<file path="config.mk">
export PLATFORM = sky130hd
export DESIGN_NAME = blk_lock_guard
export DESIGN_NICKNAME = d
export VERILOG_FILES = /design/src/rtl/blg_pkg.sv /design/src/rtl/blg_zone_decode.sv /design/src/rtl/blg_cycle_timer.sv /design/src/rtl/blg_status_core.sv /design/src/rtl/blk_lock_guard.sv
export SDC_FILE = /design/constraint.sdc
export NUM_CORES = 1
export LEC_CHECK = 0
export BUFFER_PORTS_ARGS = -buffer_cell sky130_fd_sc_hd__buf_4
export CORE_MARGIN = 5
export CORE_UTILIZATION = 45
export DETAILED_ROUTE_END_ITERATION = 10
export GPL_TIMING_DRIVEN = 0
export PLACE_DENSITY_LB_ADDON = 0.08
export RECOVER_POWER = 50
export SYNTH_ARGS = -nofsm -noshare
export SYNTH_HDL_FRONTEND = slang
export SYNTH_HIERARCHICAL = 1
export SYNTH_SLANG_ARGS = --single-unit
</file>
<file path="constraint.sdc">
create_clock -name clk -period 3 [get_ports clk]
set_clock_uncertainty 0.15 [all_clocks]
set_input_delay 0.45 -clock clk [delete_from_list [all_inputs] [get_ports clk]]
set_output_delay 0.45 -clock clk [all_outputs]
set_load 0.03 [all_outputs]
</file>
<file path="src/rtl/blg_pkg.sv">
package blg_pkg;
  localparam int unsigned SR_W = 8;

  typedef enum logic {
    REQ_ARRAY  = 1'b0,
    REQ_STATUS = 1'b1
  } req_kind_e;

  typedef struct packed {
    logic       lock_en;
    logic       flag;
    logic [1:0] zone;
    logic       wel;
    logic       wip;
  } sr_fields_t;

  function automatic logic [SR_W-1:0] pack_status(input sr_fields_t f);
    return {f.lock_en, f.flag, 2'b00, f.zone, f.wel, f.wip};
  endfunction
endpackage

</file>
<file path="src/rtl/blg_zone_decode.sv">
module blg_zone_decode #(
  parameter int unsigned ADDR_W = 11
) (
  input  logic [ADDR_W-1:0] addr,
  input  logic [1:0]        zone,
  output logic              hit
);
  // Top quarter: two MSBs both set. Top half: MSB set.
  logic top_quarter;
  logic top_half;

  assign top_quarter = &addr[ADDR_W-1 -: 2];
  assign top_half    = addr[ADDR_W-1];

  always_comb begin
    unique case (zone)
      2'b00:   hit = 1'b0;
      2'b01:   hit = top_quarter;
      2'b10:   hit = top_half;
      default: hit = 1'b1;
    endcase
  end
endmodule

</file>
<file path="src/rtl/blg_cycle_timer.sv">
module blg_cycle_timer #(
  parameter int unsigned CYCLES = 8
) (
  input  logic clk,
  input  logic rst_n,
  input  logic start,
  output logic busy,
  output logic done
);
  localparam int unsigned CW = (CYCLES > 1) ? $clog2(CYCLES) : 1;
  localparam logic [CW-1:0] LOAD = CW'(CYCLES - 1);

  logic [CW-1:0] cnt;

  assign done = busy && (cnt == '0);

  always_ff @(posedge clk or negedge rst_n) begin
    if (!rst_n) begin
      busy <= 1'b0;
      cnt  <= '0;
    end else if (start && !busy) begin
      busy <= 1'b1;
      cnt  <= LOAD;
    end else if (done) begin
      busy <= 1'b0;
    end else if (busy) begin
      cnt <= cnt - 1'b1;
    end
  end

  AST_TIMER_HOLDS: assert property (@(posedge clk) disable iff (!rst_n)
    (busy && !done) |=> busy) else $error("timer dropped early");
endmodule

</file>
<file path="src/rtl/blg_status_core.sv">
module blg_status_core #(
  parameter logic       INIT_LOCK_EN = 1'b0,
  parameter logic [1:0] INIT_ZONE    = 2'b00
) (
  input  logic       clk,
  input  logic       rst_n,
  input  logic       busy,
  input  logic       done,
  input  logic       cmd_wel_set,
  input  logic       cmd_wel_clr,
  input  logic       cmd_flag_set,
  input  logic       cmd_flag_clr,
  input  logic       start_status,
  input  logic       pend_lock_in,
  input  logic [1:0] pend_zone_in,
  output logic       wel,
  output logic       flag,
  output logic       lock_en,
  output logic [1:0] zone
);
  logic       pend_is_status;
  logic       pend_lock;
  logic [1:0] pend_zone;

  always_ff @(posedge clk or negedge rst_n) begin
    if (!rst_n) begin
      wel            <= 1'b0;
      flag           <= 1'b0;
      lock_en        <= INIT_LOCK_EN;
      zone           <= INIT_ZONE;
      pend_is_status <= 1'b0;
      pend_lock      <= 1'b0;
      pend_zone      <= 2'b00;
    end else if (done) begin
      wel <= 1'b0;
      if (pend_is_status) begin
        lock_en <= pend_lock;
        zone    <= pend_zone;
      end
    end else if (!busy) begin
      if (cmd_wel_clr)       wel <= 1'b0;
      else if (cmd_wel_set)  wel <= 1'b1;
      if (cmd_flag_clr)      flag <= 1'b0;
      else if (cmd_flag_set) flag <= 1'b1;
      pend_is_status <= start_status;
      if (start_status) begin
        pend_lock <= pend_lock_in;
        pend_zone <= pend_zone_in;
      end
    end
  end

  AST_FLAG_FROZEN_BUSY: assert property (@(posedge clk) disable iff (!rst_n)
    $past(busy) |-> $stable(flag)) else $error("flag moved while busy");
  AST_WEL_CLEARED_AT_END: assert property (@(posedge clk) disable iff (!rst_n)
    done |=> !wel) else $error("latch kept after cycle");
endmodule

</file>
<file path="src/rtl/blk_lock_guard.sv">
module blk_lock_guard
  import blg_pkg::*;
#(
  parameter int unsigned ADDR_W       = 11,
  parameter int unsigned WR_CYCLES    = 8,
  parameter logic        INIT_LOCK_EN = 1'b0,
  parameter logic [1:0]  INIT_ZONE    = 2'b00
) (
  input  logic              clk,
  input  logic              rst_n,
  input  logic              hw_lock_n,
  input  logic              cmd_wel_set,
  input  logic              cmd_wel_clr,
  input  logic              cmd_flag_set,
  input  logic              cmd_flag_clr,
  input  logic              req_valid,
  output logic              req_ready,
  input  logic              req_kind,
  input  logic [ADDR_W-1:0] req_addr,
  input  logic [7:0]        req_data,
  output logic              arr_wr_ok,
  output logic              sr_wr_ok,
  output logic [7:0]        status_byte
);
  logic       busy, done;
  logic       wel, flag, lock_en;
  logic [1:0] zone;
  logic       zone_hit;
  logic       take, is_status, data_legal, allowed, start;
  logic       data_unused;
  sr_fields_t fields;

  blg_zone_decode #(.ADDR_W(ADDR_W)) u_zone (
    .addr (req_addr),
    .zone (zone),
    .hit  (zone_hit)
  );

  blg_cycle_timer #(.CYCLES(WR_CYCLES)) u_timer (
    .clk   (clk),
    .rst_n (rst_n),
    .start (start),
    .busy  (busy),
    .done  (done)
  );

  assign is_status   = (req_kind == REQ_STATUS);
  assign data_legal  = (req_data[1:0] == 2'b00);
  assign data_unused = ^req_data[6:4];
  assign arr_wr_ok   = wel && !zone_hit;
  assign sr_wr_ok    = wel && !(lock_en && !hw_lock_n);
  assign req_ready   = !busy;
  assign take        = req_valid && req_ready;
  assign allowed     = is_status ? (sr_wr_ok && data_legal) : arr_wr_ok;
  assign start       = take && allowed;

  blg_status_core #(
    .INIT_LOCK_EN (INIT_LOCK_EN),
    .INIT_ZONE    (INIT_ZONE)
  ) u_core (
    .clk          (clk),
    .rst_n        (rst_n),
    .busy         (busy),
    .done         (done),
    .cmd_wel_set  (cmd_wel_set),
    .cmd_wel_clr  (cmd_wel_clr),
    .cmd_flag_set (cmd_flag_set),
    .cmd_flag_clr (cmd_flag_clr),
    .start_status (start && is_status),
    .pend_lock_in (req_data[7]),
    .pend_zone_in (req_data[3:2]),
    .wel          (wel),
    .flag         (flag),
    .lock_en      (lock_en),
    .zone         (zone)
  );

  assign fields      = '{lock_en: lock_en, flag: flag, zone: zone, wel: wel, wip: busy};
  assign status_byte = pack_status(fields);

  AST_NO_OK_WITHOUT_WEL: assert property (@(posedge clk) disable iff (!rst_n)
    !status_byte[1] |-> (!arr_wr_ok && !sr_wr_ok)) else $error("ok without latch");
  AST_FULL_ZONE_LOCKS: assert property (@(posedge clk) disable iff (!rst_n)
    (status_byte[3:2] == 2'b11) |-> !arr_wr_ok) else $error("full zone writable");
  AST_PIN_LOCK_BLOCKS: assert property (@(posedge clk) disable iff (!rst_n)
    (status_byte[7] && !hw_lock_n) |-> !sr_wr_ok) else $error("locked status writable");
  AST_START_SETS_BUSY: assert property (@(posedge clk) disable iff (!rst_n)
    start |=> !req_ready) else $error("start without busy");
  AST_BAD_DATA_REFUSED: assert property (@(posedge clk) disable iff (!rst_n)
    (take && is_status && !data_legal) |=> req_ready) else $error("bad data taken");
endmodule

</file>
==> metrics.csv <==
stage;metric;value;unit
outcome;status;finished, final reports clean;
logic_synthesis;Seq cells post-synth;13;
floorplan;io pins;39;
pwr;clock share of power;0.133;
setup_path;worst-path cell chain;o21ai_1 > nand2_1 > and2b_2 > buf_4;
setup_path;critical path class;reg2out;
timing;unrepaired setup endpoints after global routing;false;
pwr;Seq pwr share;0.374;
grt;antenna violations before repair;0;
timing;post-route setup slack;1164;ps
pwr;Net Sw Frac;0.3911;
grt;vias in the first global route;494;
placement;GPL Wtd Cong;0.6698;
logic_synthesis;post-synthesis sequential area ratio;0.4659;
clock_tree;Inserted Clock Buffers;3;
pwr;internal power;466.5;µW
grt;total track usage;0.1075;
pwr;pwr/cell area;834.2;mW/mm²
clock_tree;clk sinks;13;
setup_path;crit path DAT;1240;ps
logic_synthesis;synthesized area per cell;10.91;µm²
setup_path;Worst setup endpoint;arr_wr_ok;
clock_tree;Root Driver;clkbuf_4;
timing;FMAX;0.5448;GHz
timing;Fin. Hold Viols;0;
finish;Ant. Diodes;0;
pwr;combinational share of power;0.493;
finish;layout cell share with drive strength beyond 1;0.4468;
clock_tree;Max clock buf depth;2;
logic_synthesis;synthesized area;698.2;µm²
floorplan;core area;0.001489;mm²
placement;pre-CTS WS;1056;ps
clock_tree;TritonCTS clock tree;yes;
routing;WL/cell;11.52;µm
finish;Final Net Count;125;
timing;Max Slew Vio Count;0;
routing;antenna-violating nets left;0;
setup_path;Worst path slowest cell;dfrtp_1;
routing;Routed WL;1267;µm
pwr;Final Power;766.1;µW
routing;DRC errors left;0;
clock_tree;postcts setup bufs;0;
setup_path;r2r setup slk;1210;ps
placement;post-DP HPWL;1078;µm
setup_path;Critical Path Max Stage Delay;410;ps
pwr;P_sw;299.6;µW
hold_path;Hold/Removal Path Class;in2reg;
timing;crit path time final;1836;ps
routing;Vias/cell;4.718;
clock_tree;cts repair resizes;0;
setup_path;FF-to-FF Start;u_timer/busy$_DFFE_PN0P_;
setup_path;RR Endpoint;u_core/pend_zone[0]$_DFFE_PN0P_;
routing;DRC violation total after the first TritonRoute iteration;3;
timing;Setup TNS Final;0;ps
clock_tree;H-tree levels;1;
setup_path;CP endpoint kind;output pin;
grt;Overflow after GRT;0;
floorplan;Cell Rows;14;
timing;fin crit share;0.6119;
pwr;P_leak;0.4765;nW
finish;Post-Layout Cell Count;110;
routing;DRT Pass-1 Iters;4;
floorplan;area of the die;0.002439;mm²
floorplan;Die Wd;49.39;µm
floorplan;Initial Util;0.4689;
grt;largest net degree at the start of global routing;14;
setup_path;critical path launch point;u_core/zone[0]$_DFFE_PN0P_;
grt;first-pass GRT wire length;2125;µm
routing;Vias;519;
floorplan;DIE HEIGHT;49.39;µm
timing;worst rel slew slack;0.5574;
pwr;Peak VDD IR;0.0004934;V
timing;Setup-failing EPs final;0;
placement;number of port buffers;24;
setup_path;required time of the critical path;2400;ps
placement;dpl cells;105;
clock_tree;Clock transition at path regs;70;ps
setup_path;Worst setup SP type;register;
setup_path;Reg2Reg Depth;5;
logic_synthesis;warnings from Yosys;6;
finish;# fillers;142;
timing;Slew @ Worst Pin;664.0;ps
finish;Syn-to-layout area delta;31.54;%
logic_synthesis;Post-Syn Instances;64;
flow_run;max-cap violation count;0;
finish;final core utilization;0.6168;
clock_tree;worst skew pair latency;260;ps
logic_synthesis;Synth cell types;23;
setup_path;worst-path maximum fanout;4;
## critical path: cells and delay by family, from the launching register on
family / cells / cell delay [ps]
and+or+nand+nor: 2 / 270
AOI/OAI and AO/OA: 1 / 140
buffers and inverters: 1 / 150
DFF: 1 / 410
## state kept, by name (all words and copies together) (netlist names)
name                   cells
u_timer/cnt                3
u_core/pend_is_status      1
u_timer/busy               1
u_core/zone                2
u_core/pend_zone           2
u_core/pend_lock           1
u_core/lock_en             1
u_core/flag                1
u_core/wel                 1
## synthesized netlist by cell type (all sizes together)
master   instances  area share
nand2            4       0.021
o21a             3       0.032
o21ai            1      0.0072
dfrtp           13        0.47
mux2             8        0.13
nor2             4       0.021
o2111ai          1       0.013
buf              6       0.065
nand2b           3       0.038
ha               2       0.036
nand3            3       0.021
conb             1      0.0054
inv              7       0.038
and2b            1       0.013
a221o            1       0.016
a2bb2oi          1       0.013
nor3             1      0.0072
a221oi           1       0.013
a21oi            1       0.013
nor3b            2       0.029
## through the flow
stage | area [µm²] | hold slack [ps]
after CTS | 938.4 | 187.7
after global placement | 902.1 | 152.6
final | 918.4 | 199.7
after floorplan | 701.9 | 4.409
after global routing | 918.4 | 187.8
after detailed placement | 902.1 | 151.8
## logic make-up (layout without fill, tap and decap cells)
kind of cell    Yosys count  count (layout)  synth area share
compound gates            9               9            0.1057
fa+ha+maj                 2               2           0.03584
buf+inv                  13              42            0.1022
flops                    13              13            0.4659
mux                       8               8            0.1344
other cells               1               2          0.005371
simple gates             18              18            0.1505
## power groups by stage
stage | registers [mW] | clock network (mW) | logic (mW)
final | 0.287 | 0.102 | 0.378
after global routing | 0.296 | 0.119 | 0.408
after CTS | 0.290 | 0.108 | 0.401
after detailed placement | 0.294 | 0 | 0.398
after global placement | 0.289 | 0 | 0.389
after floorplan | 0.279 | 0 | 0.288
## placed cells by master (no fill, tap or decap), drive strengths merged, types with 2 or more instances in the layout
cell type  synthesis  routed
buf                6      27
nand2              4       4
conb               1       2
nor3b              2       2
nand2b             3       3
clkbuf             0       7
o21a               3       3
dfrtp             13      13
inv                7       7
ha                 2       2
nand3              3       3
nor2               4       4
mux2               8       8
## timing repair
item | in CTS | in global routing
hold buffers | 1 | 0
endpoints found under the hold margin | 13 | 0
endpoints found under the setup margin | 0 | 0
## metal layers
layer,up-vias,global-route usage,wire length (µm)
met5,-,0,0
met4,0,0.03930,9
met3,2,0.04281,119
met2,19,0.1652,568
met1,229,0.1347,570
li1,269,-,-
## cell type report
cell class              instances  area, µm²  share of cell area
inverters                       7      26.28             0.02861
clock buffers                   4      26.28             0.02861
plain buffers                   6      45.04             0.04905
repair buffers                 25      178.9              0.1948
flip-flops and latches         13      325.3              0.3542
well taps                      16      20.02             0.02180
multi-input cells              39      296.5              0.3229
## how the worst min path moves through the flow
stage	slack, ps	startpoint	end	cells after the start
6_report	200	cmd_flag_clr	u_core/flag$_DFFE_PN0P_	2
5_1_grt	190	cmd_flag_clr	u_core/flag$_DFFE_PN0P_	2
4_1_cts	190	cmd_flag_clr	u_core/flag$_DFFE_PN0P_	2
3_5_place_dp	150	rst_n	u_timer/cnt[0]$_DFFE_PN0P_	1
3_3_place_gp	150	rst_n	u_timer/cnt[1]$_DFFE_PN0P_	1
2_1_floorplan	4	rst_n	u_core/flag$_DFFE_PN0P_	0
Note: power is estimated with default switching activity, not from simulation.
